--- config.mk ---
export PLATFORM = sky130hd
export DESIGN_NAME = pwm_timebase
export DESIGN_NICKNAME = d
export VERILOG_FILES = /design/src/rtl/pwm_tb_pkg.sv /design/src/rtl/pwm_sync_edge.sv /design/src/rtl/pwm_prescaler.sv /design/src/rtl/pwm_counter.sv /design/src/rtl/pwm_events.sv /design/src/rtl/pwm_timebase.sv
export SDC_FILE = /design/constraint.sdc
export NUM_CORES = 1
export LEC_CHECK = 0
export ABC_AREA = 1
export BUFFER_PORTS_ARGS = -buffer_cell sky130_fd_sc_hd__buf_2
export CELL_PAD_IN_SITES_DETAIL_PLACEMENT = 0
export CELL_PAD_IN_SITES_GLOBAL_PLACEMENT = 1
export CORE_UTILIZATION = 30
export CTS_BUF_LIST = sky130_fd_sc_hd__clkbuf_8
export CTS_CLUSTER_SIZE = 14
export DETAILED_ROUTE_END_ITERATION = 8
export MAX_ROUTING_LAYER = met4
export PLACE_DENSITY_LB_ADDON = 0.05
export SLEW_MARGIN = 20
export SYNTH_ARGS = -nofsm -noshare
export SYNTH_HDL_FRONTEND = slang
export SYNTH_SLANG_ARGS = --single-unit
--- constraint.sdc ---
create_clock -name clk -period 3.1 [get_ports clk]
set_input_delay 0.465 -clock clk [delete_from_list [all_inputs] [get_ports clk]]
set_output_delay 0.465 -clock clk [all_outputs]
set_load 0.01 [all_outputs]
--- src/rtl/pwm_tb_pkg.sv ---
package pwm_tb_pkg;
  typedef enum logic [1:0] {
    MODE_FREEZE = 2'd0,
    MODE_UP     = 2'd1,
    MODE_DOWN   = 2'd2,
    MODE_UPDOWN = 2'd3
  } tb_mode_e;

  localparam int unsigned START_W   = 2;
  localparam logic [START_W-1:0] START_RUN = 2'd2;
endpackage

--- src/rtl/pwm_sync_edge.sv ---
module pwm_sync_edge (
  input  logic clk,
  input  logic rst_n,
  input  logic toggle_in,
  output logic sync_evt
);
  logic seen_q;

  assign sync_evt = toggle_in ^ seen_q;

  always_ff @(posedge clk or negedge rst_n) begin
    if (!rst_n) seen_q <= 1'b0;
    else        seen_q <= toggle_in;
  end
endmodule

--- src/rtl/pwm_prescaler.sv ---
module pwm_prescaler #(
  parameter int unsigned PRE_W = 8
) (
  input  logic             clk,
  input  logic             rst_n,
  input  logic             active,
  input  logic             restart,
  input  logic [PRE_W-1:0] div,
  output logic             tick
);
  logic [PRE_W-1:0] pre_q, pre_d;

  always_comb begin
    tick = active && !restart && (pre_q >= div);
    if (!active || restart || tick) pre_d = '0;
    else                            pre_d = pre_q + 1'b1;
  end

  always_ff @(posedge clk or negedge rst_n) begin
    if (!rst_n) pre_q <= '0;
    else        pre_q <= pre_d;
  end

  p_tick_restart_r2: assert property (@(posedge clk) disable iff (!rst_n)
    tick |=> (pre_q == '0));
  p_idle_clear_r2: assert property (@(posedge clk) disable iff (!rst_n)
    !active |=> (pre_q == '0));
endmodule

--- src/rtl/pwm_counter.sv ---
module pwm_counter
  import pwm_tb_pkg::*;
#(
  parameter int unsigned CNT_W = 16
) (
  input  logic             clk,
  input  logic             rst_n,
  input  logic             tick,
  input  logic             sync_evt,
  input  logic [1:0]       mode,
  input  logic [CNT_W-1:0] period,
  input  logic [CNT_W-1:0] phase,
  input  logic             phase_dir,
  output logic [CNT_W-1:0] cnt,
  output logic             dir,
  output logic             load,
  output logic [CNT_W-1:0] cnt_next
);
  logic [CNT_W-1:0] cnt_q, cnt_d;
  logic             dir_q, dir_d;

  always_comb begin
    cnt_d = cnt_q;
    dir_d = dir_q;
    load  = 1'b0;
    if (sync_evt) begin
      cnt_d = phase;
      dir_d = phase_dir;
      load  = 1'b1;
    end else if (tick) begin
      load = 1'b1;
      case (tb_mode_e'(mode))
        MODE_UP: begin
          dir_d = 1'b0;
          cnt_d = (cnt_q >= period) ? '0 : cnt_q + 1'b1;
        end
        MODE_DOWN: begin
          dir_d = 1'b1;
          cnt_d = (cnt_q == '0 || cnt_q > period) ? period : cnt_q - 1'b1;
        end
        MODE_UPDOWN: begin
          if (period == '0) begin
            cnt_d = '0;
            dir_d = 1'b0;
          end else if (!dir_q) begin
            if (cnt_q >= period) begin
              cnt_d = period - 1'b1;
              dir_d = 1'b1;
            end else begin
              cnt_d = cnt_q + 1'b1;
            end
          end else begin
            if (cnt_q == '0) begin
              cnt_d = {{(CNT_W-1){1'b0}}, 1'b1};
              dir_d = 1'b0;
            end else if (cnt_q > period) begin
              cnt_d = period;
            end else begin
              cnt_d = cnt_q - 1'b1;
            end
          end
        end
        default: load = 1'b0;
      endcase
    end
  end

  always_ff @(posedge clk or negedge rst_n) begin
    if (!rst_n) begin
      cnt_q <= '0;
      dir_q <= 1'b0;
    end else begin
      cnt_q <= cnt_d;
      dir_q <= dir_d;
    end
  end

  assign cnt      = cnt_q;
  assign dir      = dir_q;
  assign cnt_next = cnt_d;

  p_hold_r6: assert property (@(posedge clk) disable iff (!rst_n)
    (!tick && !sync_evt) |=> $stable(cnt_q) && $stable(dir_q));
  p_sync_load_r7: assert property (@(posedge clk) disable iff (!rst_n)
    sync_evt |=> (cnt_q == $past(phase)) && (dir_q == $past(phase_dir)));
  p_up_dir_r3: assert property (@(posedge clk) disable iff (!rst_n)
    (tick && !sync_evt && mode == MODE_UP) |=> !dir_q);
  p_down_dir_r4: assert property (@(posedge clk) disable iff (!rst_n)
    (tick && !sync_evt && mode == MODE_DOWN) |=> dir_q);
  p_updown_step_r5: assert property (@(posedge clk) disable iff (!rst_n)
    (tick && !sync_evt && mode == MODE_UPDOWN && period != '0 && cnt_q <= period)
      |=> (cnt_q == $past(cnt_q) + 1'b1) || (cnt_q == $past(cnt_q) - 1'b1));
endmodule

--- src/rtl/pwm_events.sv ---
module pwm_events #(
  parameter int unsigned CNT_W = 16
) (
  input  logic             clk,
  input  logic             rst_n,
  input  logic             load,
  input  logic [CNT_W-1:0] cnt_next,
  input  logic [CNT_W-1:0] period,
  output logic             evt_zero,
  output logic             evt_period
);
  logic ez_q, ez_d, ep_q, ep_d;

  always_comb begin
    ez_d = load && (cnt_next == '0);
    ep_d = load && (cnt_next == period);
  end

  always_ff @(posedge clk or negedge rst_n) begin
    if (!rst_n) begin
      ez_q <= 1'b0;
      ep_q <= 1'b0;
    end else begin
      ez_q <= ez_d;
      ep_q <= ep_d;
    end
  end

  assign evt_zero   = ez_q;
  assign evt_period = ep_q;

  p_no_spurious_r8: assert property (@(posedge clk) disable iff (!rst_n)
    !load |=> (!ez_q && !ep_q));
endmodule

--- src/rtl/pwm_timebase.sv ---
module pwm_timebase
  import pwm_tb_pkg::*;
#(
  parameter int unsigned CNT_W = 16,
  parameter int unsigned PRE_W = 8
) (
  input  logic               clk,
  input  logic               rst_n,
  input  logic [PRE_W-1:0]   cfg_prescale,
  input  logic [CNT_W-1:0]   cfg_period,
  input  logic [1:0]         cfg_mode,
  input  logic [START_W-1:0] cfg_start,
  input  logic               sync_toggle,
  input  logic [CNT_W-1:0]   sync_phase,
  input  logic               sync_dir,
  output logic [CNT_W-1:0]   cnt_value,
  output logic               cnt_dir,
  output logic               evt_zero,
  output logic               evt_period
);
  logic             active, tick, sync_evt, load;
  logic [CNT_W-1:0] cnt_next;

  assign active = (cfg_mode != MODE_FREEZE) && (cfg_start == START_RUN);

  pwm_sync_edge u_sync (
    .clk(clk), .rst_n(rst_n), .toggle_in(sync_toggle), .sync_evt(sync_evt)
  );

  pwm_prescaler #(.PRE_W(PRE_W)) u_pre (
    .clk(clk), .rst_n(rst_n), .active(active), .restart(sync_evt),
    .div(cfg_prescale), .tick(tick)
  );

  pwm_counter #(.CNT_W(CNT_W)) u_cnt (
    .clk(clk), .rst_n(rst_n), .tick(tick), .sync_evt(sync_evt),
    .mode(cfg_mode), .period(cfg_period), .phase(sync_phase),
    .phase_dir(sync_dir), .cnt(cnt_value), .dir(cnt_dir),
    .load(load), .cnt_next(cnt_next)
  );

  pwm_events #(.CNT_W(CNT_W)) u_evt (
    .clk(clk), .rst_n(rst_n), .load(load), .cnt_next(cnt_next),
    .period(cfg_period), .evt_zero(evt_zero), .evt_period(evt_period)
  );

  p_zero_value_r8: assert property (@(posedge clk) disable iff (!rst_n)
    evt_zero |-> (cnt_value == '0));
  p_period_value_r8: assert property (@(posedge clk) disable iff (!rst_n)
    $rose(evt_period) |-> (cnt_value == $past(cfg_period)));
  p_up_wrap_r9: assert property (@(posedge clk) disable iff (!rst_n)
    (active && !sync_evt && cfg_mode == MODE_UP && cnt_value > cfg_period)
      |=> (cnt_value == $past(cnt_value)) || (cnt_value == '0));
endmodule

==> out/qor.txt, run 1 <==
Req. time, crit path: 3.36 ns
Synth-to-Final Area Change: 33.0%
hold_buf cts: 0
WS Path Type: flop to flop
Mapped Area: 4770 um^2
worst hold slack: 0.247 ns
final net count: 1064
DP Worst Slack: -0.206 ns
Seq cells post-synth: 28
clock sink count: 28
Vias/cell: 5.07
worst hold path type: primary input to asynchronous set/reset pin
final-report max-slew violation count: 0
Area contributors post-synth: nand2_1, dfrtp_1, nand3_1
Multi-input gate area: 3560 um^2
highest clock rate: 0.338 GHz
Sequential Area: 702 um^2
Finished Cell Area: 6340 um^2
leakage power: 0.00342 uW
fin util: 41.2%
startpoint class of the critical path: flop
Die Wd: 128 um
fin crit share: 95.4%
port bufs: 66
Crit-path slowest cell: dfrtp_2
Crit Path Max Fanout: 3
cell chain of the critical path: ha_4 -> nand2_1 -> inv_2 -> nand3_2 -> nor2_4 -> nand3_4 -> buf_6 -> buf_4 -> buf_4 -> nand4_1 -> nand3_1 -> nand2_1 -> nor2_1 -> inv_1 -> nand2_1 -> nand3_1 -> nand2_1 -> nor2_1 -> nand4_1 -> nor2_1
routed wire length: 23.7 mm
critical path's top delay family: simple AND/OR/NAND/NOR gates
fraction of layout cells with a size suffix above 1: 27.1%
share of the synthesized area in the top cell type: 19.7%
Initial Util: 31.0%
Clock transition at path regs: 0.13 ns
GR Util All Layers: 30.4%
drt pass-1 iters: 5
highest routed layer: met4
global-route wire length before repair: 35.0 mm
drt first-iter violations: 372
gpl congestion: 0.945
core box area: 15400 um^2
root buffer cell: clkbuf_8
hpwl dp: 19.4 mm
final setup vio count: 0
Least-Margin Pin Slew: 0.864 ns
Die Y: 128 um
die area: 16400 um^2
fillers: 1715
Syn Inst Count: 815
Max IR drop VDD: 0.240 mV
pwr dens: 330 nW/um^2
Arrival @ worst endpoint: 3.21 ns
minimum clock period after layout: 2.96 ns
grt total ovfl: 0
crit path capture type: flop
max_slew headroom: 42.4%
placed instance count: 1189
Worst path max stage delay: 0.47 ns
Buf/Inv on CP: 5
largest net degree at the start of global routing: 29
CTS tree: built
Rows: 45
IO Pins: 67
post-route setup slack: 0.141 ns
DR WL/cell: 19.8 um
Yosys warnings: 0
Clock Tree Buf Depth: 2
vias in the first global route: 5922
WL met2: 11.4 mm
initial antenna violation count: 0
area leader, netlist: nand2_1
sequential share of the synthesized area: 14.7%
synthesized area per cell: 5.85 um^2
# Max-Cap Violations: 0
met1 wire length: 10.3 mm
endpoints failing hold: 0
H-tree depth: 1
syn nets: 893
dpl cell area: 6130 um^2
clk_skew: 0.00511 ns
wire length on met3: 853 um
DRC Markers: 0
most used cell, CP: nand2_1
routed vias: 6062
Clk Latency, worst-skew pair: 0.31 ns
Distinct cells, synth: 47
Post-Layout Cell Count: 1196
number of routed nets with antenna violations: 0
status: completed
ant diodes: 0
number of CTS-inserted buffers: 3
[per-layer routing]
layer | track usage [%] | vias up
met5 | - | -
met4 | 14.5 | 0
met3 | 1.63 | 45
met2 | 51.1 | 203
met1 | 37.3 | 2855
li1 | - | 2959
[path summary, 6_finish.rpt]
path                                startpoint              to  slack (ns)  cells after the start
worst max-delay path             u_cnt.cnt[11]  u_evt.evt_zero        0.14                     20
worst min-delay path                     rst_n    u_cnt.cnt[2]        0.25                      1
worst max register to register   u_cnt.cnt[11]  u_evt.evt_zero        0.14                     20
worst min register to register  u_pre.pre_q[0]  u_pre.pre_q[0]        0.53                      1
max in group asynchronous                rst_n   u_cnt.cnt[11]        2.26                      1
min in group clk                   sync_toggle   u_sync.seen_q        0.27                      1
[kinds of logic after synthesis]
| group | Yosys count | share of synthesized area, % |
|---|---|---|
| AO/OA/AOI/OAI | 59 | 7.51 |
| XOR/XNOR | 31 | 5.70 |
| adder cells (fa/ha/maj) | 30 | 7.87 |
| buffers and inverters | 134 | 12.7 |
| flip-flops | 28 | 14.7 |
| AND/OR/NAND/NOR | 533 | 51.5 |
[where the power goes]
part	switching, uW	internal, uW
Sequential	27.5	392
Clock	167	174
Combinational	817	511
[layout by cell type, fill, tap and decap left out, types with 2 or more instances in the layout]
cell	instances
nand2_1	247
buf_4	122
nand3_1	101
inv_1	100
nor2_1	87
buf_2	66
xor2_1	30
ha_1	27
dfrtp_1	27
nand4_1	21
a21oi_1	15
nand2_2	14
nor2_2	12
nor3_1	11
o21ai_0	10
o21ai_1	10
nand3_2	9
nor2_4	7
o211ai_1	6
o22ai_1	5
inv_2	4
nand2_4	3
nor4_1	3
nand3b_1	3
or2_2	3
a31oi_1	3
ha_4	3
clkbuf_8	3
buf_12	3
a21oi_2	2
nand3_4	2
a21boi_1	2
clkinv_1	2
o211ai_2	2
o21ai_2	2
nor3b_1	2
buf_6	2
[cell usage after synthesis (all sizes together)]
master	n
nand2	265
nand3	112
nor2	106
inv	105
ha	30
xor2	30
dfrtp	28
buf	23
nand4	22
o21ai	22
a21oi	17
nor3	11
o211ai	8
o22ai	5
clkbuf	4
nand3b	4
nor4	4
or2	4
a31oi	3
a21boi	2
clkinv	2
nor3b	2
a21o	1
and2	1
and3	1
nand2b	1
o2111ai	1
xnor2	1
[through the flow]
stage          total power [uW]  TNS (ns)
3_3_place_gp               1700    -0.280
4_1_cts                    2060         0
5_1_grt                    2220   -0.0269
6_report                   2090         0
3_5_place_dp               1700    -0.367
2_1_floorplan              1150         0
[state kept, by name, indices dropped and copies added, names as in the netlist]
name,cells
u_evt.evt_period,1
u_evt.evt_zero,1
u_cnt.cnt,16
u_sync.seen_q,1
u_cnt.dir,1
u_pre.pre_q,8
[area by class of cell]
type                            count  share of cell area, %
Timing Repair Buffer              193                   21.0
Multi-Input combinational cell    653                   56.1
Inverter                          107                   6.53
Clock buffer                        3                  0.651
Tap cell                          211                   4.16
Sequential cell                    28                   11.1
Clock inverter                      1                  0.474
[worst register-to-register path, delay by kind of cell, from the launching register on]
kind	cells	cell delay [ns]
buffers and inverters	5	0.53
adders and majority gates	1	0.28
DFF	1	0.47
and+or+nand+nor	14	1.61
[timing repair]
item | 4_1_cts | 5_1_grt
hold endpoints to repair | 0 | 0
setup endpoints to repair | 0 | 2
resized for setup | 0 | 25
setup buffers | 0 | 3
No activity file was read; power rests on OpenSTA's default activity.
==> run 2, diff against run 1 <==
--- a/config.mk
+++ b/config.mk
@@ -18,4 +18,5 @@
 export SLEW_MARGIN = 20
 export SYNTH_ARGS = -nofsm -noshare
 export SYNTH_HDL_FRONTEND = slang
+export SYNTH_HIERARCHICAL = 1
 export SYNTH_SLANG_ARGS = --single-unit
==> constraint.sdc (replaced) <==
create_clock -name clk -period 3.43 [get_ports clk]
set_input_delay 0.5145 -clock clk [delete_from_list [all_inputs] [get_ports clk]]
set_output_delay 0.5145 -clock clk [all_outputs]
set_load 0.01 [all_outputs]
==> run 2 against run 1 <==
  * Count of clock-buffer cells in the layout is the same
  * Cell count shrank 9.9%
  * First-iteration DRC count grew 24%
  * Core utilization shrank 5.1 points
  * Routed wire length shrank 14%
  * Critical endpoint is now u_evt/evt_zero
==> out/qor.txt, run 2 <==
status: completed (unchanged)
minimum clock period after layout: 3.14 ns (was 2.96 ns)
Max IR drop VDD: 0.182 mV (was 0.240 mV)
highest clock rate: 0.319 GHz (was 0.338 GHz)
most frequent cells in the layout: nand2_1, nand3_1, nor2_1, inv_1, buf_2 (was nand2_1, buf_4, nand3_1)
DRC Markers: 0 (unchanged)
ys async rst share: 100% (unchanged)
Syn Inst Count: 800 (was 815)
cell chain of the critical path: ha_1 -> nand4_1 -> nor2_2 -> nand3_2 -> buf_4 -> nand4_1 -> nor2_1 -> nor2_1 -> nand2_1 -> inv_1 -> nand2_1 -> nand2_1 -> nand2_1 -> nor4_1 -> nand3_1 -> nor2_1 (was ha_4 -> nand2_1 -> inv_2 -> nand3_2 -> nor2_4 -> nand3_4 -> buf_6 -> buf_4 -> buf_4 -> nand4_1 -> nand3_1 -> nand2_1 -> nor2_1 -> inv_1 -> nand2_1 -> nand3_1 -> nand2_1 -> nor2_1 -> nand4_1 -> nor2_1)
port bufs: 66 (unchanged)
count leader, synth: nand2_1 (unchanged)
main combinational cell family by area after synthesis: simple AND/OR/NAND/NOR gates (unchanged)
most used cell, CP: nand2_1 (unchanged)
final net count: 968 (was 1064)
share of the synthesized area in the top cell type: 19.2% (was 19.7%)
endpoints failing hold: 0 (unchanged)
Yosys warnings: 6 (was 0)
Worst path max stage delay: 0.50 ns (was 0.47 ns)
fraction of layout cells with a size suffix above 1: 17.1% (was 27.1%)
pwr dens: 316 nW/um^2 (was 330 nW/um^2)
Finished Cell Area: 5480 um^2 (was 6340 um^2)
sequential share of the synthesized area: 15.1% (was 14.7%)
core box area: 15100 um^2 (was 15400 um^2)
Req. time, crit path: 3.66 ns (was 3.36 ns)
multiplexer area fraction after synthesis: 0% (unchanged)
Distinct cells, synth: 34 (was 47)
WS Path Type: flop to flop (unchanged)
gpl congestion: 0.893 (was 0.945)
DP Worst Slack: -0.0232 ns (was -0.206 ns)
Die Y: 126 um (was 128 um)
GR Util All Layers: 26.4% (was 30.4%)
Rows: 45 (unchanged)
drt pass-1 iters: 5 (unchanged)
Synth-to-Final Area Change: 18.1% (was 33.0%)
setup bufs post-CTS: 0 (unchanged)
initial antenna violation count: 0 (unchanged)
DR WL/cell: 18.9 um (was 19.8 um)
Clock transition at path regs: 0.11 ns (was 0.13 ns)
dpl cell area: 5410 um^2 (was 6130 um^2)
Area contributors post-synth: nand2_1, dfrtp_1, nand3_1 (unchanged)
leakage power: 0.00292 uW (was 0.00342 uW)
Clk Latency, worst-skew pair: 0.29 ns (was 0.31 ns)
commonest cells in the synthesized netlist: nand2_1, nand3_1, inv_1, nor2_1, xor2_1 (was nand2_1, nand3_1, inv_1)
critical path's top delay family: simple AND/OR/NAND/NOR gates (unchanged)
routed wire length: 20.3 mm (was 23.7 mm)
Post-Synth XOR/XNOR Area: 9.43% (was 5.70%)
hpwl dp: 16.4 mm (was 19.4 mm)
die area: 16000 um^2 (was 16400 um^2)
post-route setup slack: 0.294 ns (was 0.141 ns)
commonest non-fill, non-tap cell in the layout: nand2_1 (unchanged)
Least-Margin Pin Slew: 0.712 ns (was 0.864 ns)
# Max-Cap Violations: 0 (unchanged)
number of CTS-inserted buffers: 3 (unchanged)
CTS tree: built (unchanged)
number of routed nets with antenna violations: 0 (unchanged)
root buffer cell: clkbuf_8 (unchanged)
crit path capture type: flop (unchanged)
RSZ-0062 raised after global routing: false
clock sink count: 28 (unchanged)
Crit Path Max Fanout: 20 (was 3)
worst hold path type: primary input to asynchronous set/reset pin (unchanged)
Arrival @ worst endpoint: 3.37 ns (was 3.21 ns)
Vias/cell: 5.13 (was 5.07)
Die Wd: 126 um (was 128 um)
largest net degree at the start of global routing: 36 (was 29)
Tot Pwr: 1730 uW (was 2090 uW)
Initial Util: 30.6% (was 31.0%)
syn nets: 878 (was 893)
synthesized area per cell: 5.80 um^2 (was 5.85 um^2)
final setup vio count: 0 (unchanged)
final-report max-slew violation count: 0 (unchanged)
Main synth FF type: dfrtp_1 (unchanged)
H-tree depth: 1 (unchanged)
Clock Tree Buf Depth: 2 (unchanged)
Mapped Area: 4640 um^2 (was 4770 um^2)
Synth Area in Adders: 8.09% (was 7.87%)
Seq cells post-synth: 28 (unchanged)
clk_skew: 0.00337 ns (was 0.00511 ns)
post-synthesis compound-gate area fraction: 6.01% (was 7.51%)
area leader, netlist: nand2_1 (unchanged)
startpoint class of the critical path: flop (unchanged)
Largest register FFs: 16 (unchanged)
total negative slack: 0 ns (unchanged)
post-synthesis simple-gate area fraction: 48.8% (was 51.5%)
vias in the first global route: 5133 (was 5922)
ant diodes: 0 (unchanged)
Crit-path slowest cell: dfrtp_1 (was dfrtp_2)
max_slew headroom: 52.5% (was 42.4%)
Buf/Inv on CP: 2 (was 5)
EDFF count, synth: 0 (unchanged)
fin crit share: 91.4% (was 95.4%)
global-route wire length before repair: 30.7 mm (was 35.0 mm)
drt first-iter violations: 461 (was 372)
grt total ovfl: 0 (unchanged)
routed vias: 5520 (was 6062)
IO Pins: 67 (unchanged)
[run 2: changes by cell type in the layout (fill, tap and decap cells not counted), moves of 10 or more]
| cell | before | now |
|---|---|---|
| a21oi_1 | 15 | 31 |
| buf_4 | 122 | 46 |
| nand2_2 | 14 | 2 |
| nand3_1 | 101 | 111 |
| nor2_1 | 87 | 102 |
| xor2_1 | 30 | 42 |
[run 2: per-stage QoR]
step | hold WS, ns | std cells | utilization, %
after floorplan | 0.219 | 800 | -
after global placement | 0.495 | 1073 | 35.7
after detailed placement | 0.497 | 1073 | 35.7
after CTS | 0.265 | 1077 | 36.2
after global routing | 0.291 | 1077 | 36.2
final | 0.254 | 1077 | 36.2
[run 2: cell families (layout without fill, tap and decap cells)]
family	count (synthesis)	in the layout
flip-flops	28	28
AND/OR/NAND/NOR	508	508
AO/OA/AOI/OAI	50	50
adder cells (fa/ha/maj)	30	30
buffers and inverters	134	223
XOR/XNOR	50	50
[run 2: path summary, 6_finish.rpt]
kind	cells after the start	start	to	slack, ns
worst min register to register	1	u_pre/pre_q[0]	u_pre/pre_q[0]	0.51
worst max-delay path	16	u_cnt/cnt[12]	u_evt/evt_zero	0.29
max in group asynchronous	1	rst_n	u_cnt/cnt[9]	2.67
worst min-delay path	1	rst_n	u_cnt/cnt[12]	0.25
worst max register to register	16	u_cnt/cnt[12]	u_evt/evt_zero	0.29
min in group clk	1	sync_toggle	u_sync/seen_q	0.36
[run 2: metal layers]
| layer | wire, um | vias to the layer above | track usage, % |
|---|---|---|---|
| li1 | - | 2722 | - |
| met2 | 8580 | 212 | 38.5 |
| met1 | 10100 | 2563 | 38.7 |
| met4 | 354 | 0 | 6.59 |
| met5 | 0 | - | - |
| met3 | 1300 | 23 | 2.45 |
[run 2: repair_timing]
action,in CTS,in global routing
setup endpoints to repair,0,1
resized for setup,0,1
hold buffers,0,0
[run 2: report_power, final]
group          total (uW)  internal, uW  leakage, uW  switching, uW
Sequential            406           357     0.000357           49.3
Combinational        1050           371      0.00252            676
Clock                 277           157    0.0000357            121
[run 2: cell type report]
type	count	area (um^2)
clock buffer	3	41.3
clock inverter	1	30.0
fill	1726	9670
inverter	105	394
multi-input combinational	638	3360
sequential	28	702
tap	188	235
timing repair buffer	114	716
[run 2: worst register-to-register path: stages (launching register included)]
cell,delay [ns]
dfrtp_1,0.50
ha_1,0.33
nand4_1,0.14
nor2_2,0.27
nand3_2,0.17
buf_4,0.26
nand4_1,0.21
nor2_1,0.07
nor2_1,0.10
nand2_1,0.06
inv_1,0.05
nand2_1,0.04
nand2_1,0.09
nand2_1,0.13
nor4_1,0.46
nand3_1,0.12
nor2_1,0.10
==> run 3, diff against run 2 <==
--- a/config.mk
+++ b/config.mk
@@ -9,12 +9,14 @@
 export BUFFER_PORTS_ARGS = -buffer_cell sky130_fd_sc_hd__buf_2
 export CELL_PAD_IN_SITES_DETAIL_PLACEMENT = 0
 export CELL_PAD_IN_SITES_GLOBAL_PLACEMENT = 1
-export CORE_UTILIZATION = 30
+export CORE_UTILIZATION = 35
 export CTS_BUF_LIST = sky130_fd_sc_hd__clkbuf_8
 export CTS_CLUSTER_SIZE = 14
 export DETAILED_ROUTE_END_ITERATION = 8
 export MAX_ROUTING_LAYER = met4
 export PLACE_DENSITY_LB_ADDON = 0.05
+export RECOVER_POWER = 100
+export SETUP_SLACK_MARGIN = 0.4
 export SLEW_MARGIN = 20
 export SYNTH_ARGS = -nofsm -noshare
 export SYNTH_HDL_FRONTEND = slang
==> run 3 against run 2 <==
  * The flow now finishes with violations (capacitance limit, slew limit)
  * Core utilization increased by 13 points
  * Fmax increased by 2.7%
  * Register-to-register slack improved by 0.08 ns
  * Power increased by 13%
  * Largest power group unchanged
==> out/qor.txt, run 3 (synthesis results as in run 2) <==
global route hottest layer: met1 (unchanged)
initial antenna violation count: 0 (unchanged)
status: complete, but fails checks (was completed)
Finished Cell Area: 6220 um^2 (was 5480 um^2)
pwr dens: 315 nW/um^2 (was 316 nW/um^2)
Die Wd: 117 um (was 126 um)
Vias/cell: 5.23 (was 5.13)
Crit Path Max Fanout: 8 (was 20)
fin crit share: 89.1% (was 91.4%)
gpl congestion: 0.936 (was 0.893)
WS Path Type: flop to flop (unchanged)
clock share of power: 14.1% (was 16.0%)
Arrival @ worst endpoint: 3.28 ns (was 3.37 ns)
core box area: 12800 um^2 (was 15100 um^2)
fillers: 1382 (was 1726)
Clock transition at path regs: 0.11 ns (about the same)
DRC Markers: 0 (unchanged)
port bufs: 66 (unchanged)
worst hold path type: primary input to flop (was primary input to asynchronous set/reset pin)
max_slew headroom: -11.1% (was 52.5%)
Seq pwr share: 20.6% (was 23.5%)
switch share: 47.2% (was 48.9%)
met1 Use GR: 44.9% (was 38.7%)
Rows: 41 (was 45)
dpl cell area: 5420 um^2 (was 5410 um^2)
commonest non-fill, non-tap cell in the layout: nand2_1 (unchanged)
worst hold slack: 0.356 ns (was 0.254 ns)
GR Util All Layers: 30.5% (was 26.4%)
Die Y: 117 um (was 126 um)
startpoint class of the critical path: flop (unchanged)
most frequent cells in the layout: nand2_1, nand3_1, nor2_1 (was nand2_1, nand3_1, nor2_1, inv_1, buf_2)
placed instance count: 1061 (was 1073)
clk_skew: 0.00808 ns (was 0.00337 ns)
hold_buf cts: 0 (unchanged)
Clk Latency, worst-skew pair: 0.29 ns (about the same)
die area: 13700 um^2 (was 16000 um^2)
grt total ovfl: 0 (unchanged)
Least-Margin Pin Slew: 1.67 ns (was 0.712 ns)
leakage power: 0.00319 uW (was 0.00292 uW)
routed vias: 5779 (was 5520)
P_sw: 924 uW (was 846 uW)
Post-Layout Cell Count: 1104 (was 1077)
clock sink count: 28 (unchanged)
Max IR drop VDD: 0.190 mV (was 0.182 mV)
final-report max-slew violation count: 29 (was 0)
Hold Path Stages: 1
fraction of layout cells with a size suffix above 1: 24.8% (was 17.1%)
crit path capture type: flop (unchanged)
endpoints failing hold: 0 (unchanged)
H-tree depth: 1 (unchanged)
routed wire length: 20.5 mm (was 20.3 mm)
final net count: 1011 (was 968)
hpwl dp: 15.5 mm (was 16.4 mm)
R2R cell count: 17 (was 16)
Comb pwr share: 65.3% (was 60.5%)
internal power: 1030 uW (was 885 uW)
number of CTS-inserted buffers: 3 (unchanged)
root buffer cell: clkbuf_8 (unchanged)
# Max-Cap Violations: 1 (was 0)
global-route wire length before repair: 29.6 mm (was 30.7 mm)
Initial Util: 36.3% (was 30.6%)
CTS tree: built (unchanged)
fin util: 48.7% (was 36.2%)
GR Layer Usage met2: 44.0% (was 38.5%)
vias in the first global route: 4990 (was 5133)
number of routed nets with antenna violations: 0 (unchanged)
IO Pins: 67 (unchanged)
ant diodes: 0 (unchanged)
RSZ-0062 raised after global routing: false (unchanged)
Largest register FFs: 16 (unchanged)
drt pass-1 iters: 5 (unchanged)
DR WL/cell: 18.6 um (was 18.9 um)
Req. time, crit path: 3.65 ns (was 3.66 ns)
minimum clock period after layout: 3.05 ns (was 3.14 ns)
largest net degree at the start of global routing: 36 (unchanged)
M3 GR Usage: 3.04% (was 2.45%)
final setup vio count: 0 (unchanged)
drt first-iter violations: 554 (was 461)
total negative slack: 0 ns (unchanged)
failing checks: capacitance limit, slew limit
highest clock rate: 0.327 GHz (was 0.319 GHz)
Clock Tree Buf Depth: 2 (unchanged)
Synth-to-Final Area Change: 34.0% (was 18.1%)
==> run 3: cell count changes in the layout (fill, tap and decap cells not counted), moves of 5 or more <==
| cell | previous run | this run |
|---|---|---|
| nand2_1 | 238 | 220 |
| buf_4 | 46 | 62 |
| clkbuf_1 | 0 | 13 |
| nand2_2 | 2 | 13 |
| buf_2 | 66 | 59 |
| buf_6 | 0 | 7 |
| ha_1 | 30 | 23 |
| ha_4 | 0 | 7 |
| inv_1 | 102 | 96 |
| a21oi_1 | 31 | 26 |
| a21oi_2 | 5 | 10 |
| clkbuf_16 | 0 | 5 |
| inv_2 | 1 | 6 |
==> run 3: critical path: stages (launching register included) <==
cell and delay, ns:
dfrtp_1 0.50, ha_1 0.36, nand2_1 0.06, nor2_1 0.25
nand3_4 0.21, nand3_4 0.19, clkbuf_1 0.27, nand2_1 0.11
nand3_1 0.08, nand3_1 0.09, nand3_1 0.08, nand2_1 0.08
nand2_1 0.14, xnor2_2 0.14, nand2_1 0.11, nor2_2 0.11
nand3_1 0.07, nor2_1 0.12
==> run 3: through the flow <==
step | setup slack [ns] | power (uW)
2_1_floorplan | 0.837 | 1040
3_3_place_gp | -0.0103 | 1440
3_5_place_dp | 0.00769 | 1430
4_1_cts | 0.437 | 1730
5_1_grt | 0.187 | 2090
6_report | 0.375 | 1960
==> run 3: path summary, 6_finish.rpt <==
check                          startpoint               end  slack (ns)
setup / recovery             u_cnt/cnt[1]  u_evt/evt_period        0.38
hold / removal                sync_toggle     u_sync/seen_q        0.36
setup reg to reg             u_cnt/cnt[1]  u_evt/evt_period        0.38
hold reg to reg            u_pre/pre_q[0]    u_pre/pre_q[0]        0.51
max in group asynchronous           rst_n     u_cnt/cnt[12]        1.71
min in group asynchronous           rst_n    u_pre/pre_q[1]        0.63
==> run 3: power groups by stage <==
stage	registers (uW)	clock network, uW	logic [uW]
final	403	276	1280
after detailed placement	411	0	1020
after global routing	405	295	1390
after global placement	412	0	1030
after CTS	405	288	1040
after floorplan	411	0	633
==> run 3: cell type report <==
class,instances,area [um^2],share of cell area [%]
Clock buffer,3,41.3,0.664
Sequential cell,28,704,11.3
Inverter,105,397,6.37
Timing Repair Buffer,157,1180,18.9
Tap cell,172,215,3.46
Multi-Input combinational cell,638,3660,58.8
Clock inverter,1,30.0,0.483
==> run 3: repair_timing <==
item                                    4_1_cts  5_1_grt
resized for setup                             9       88
gates cloned                                  0        5
buffers inserted                              1       33
pin swaps                                     4       29
endpoints found under the setup margin        2        2
endpoints found under the hold margin         0        0
==> run 3: routing by layer <==
metal	vias to the layer above	part of all wire [%]
met4	0	2.0
met5	-	0
li1	2807	-
met3	30	8.2
met2	269	43
met1	2673	46
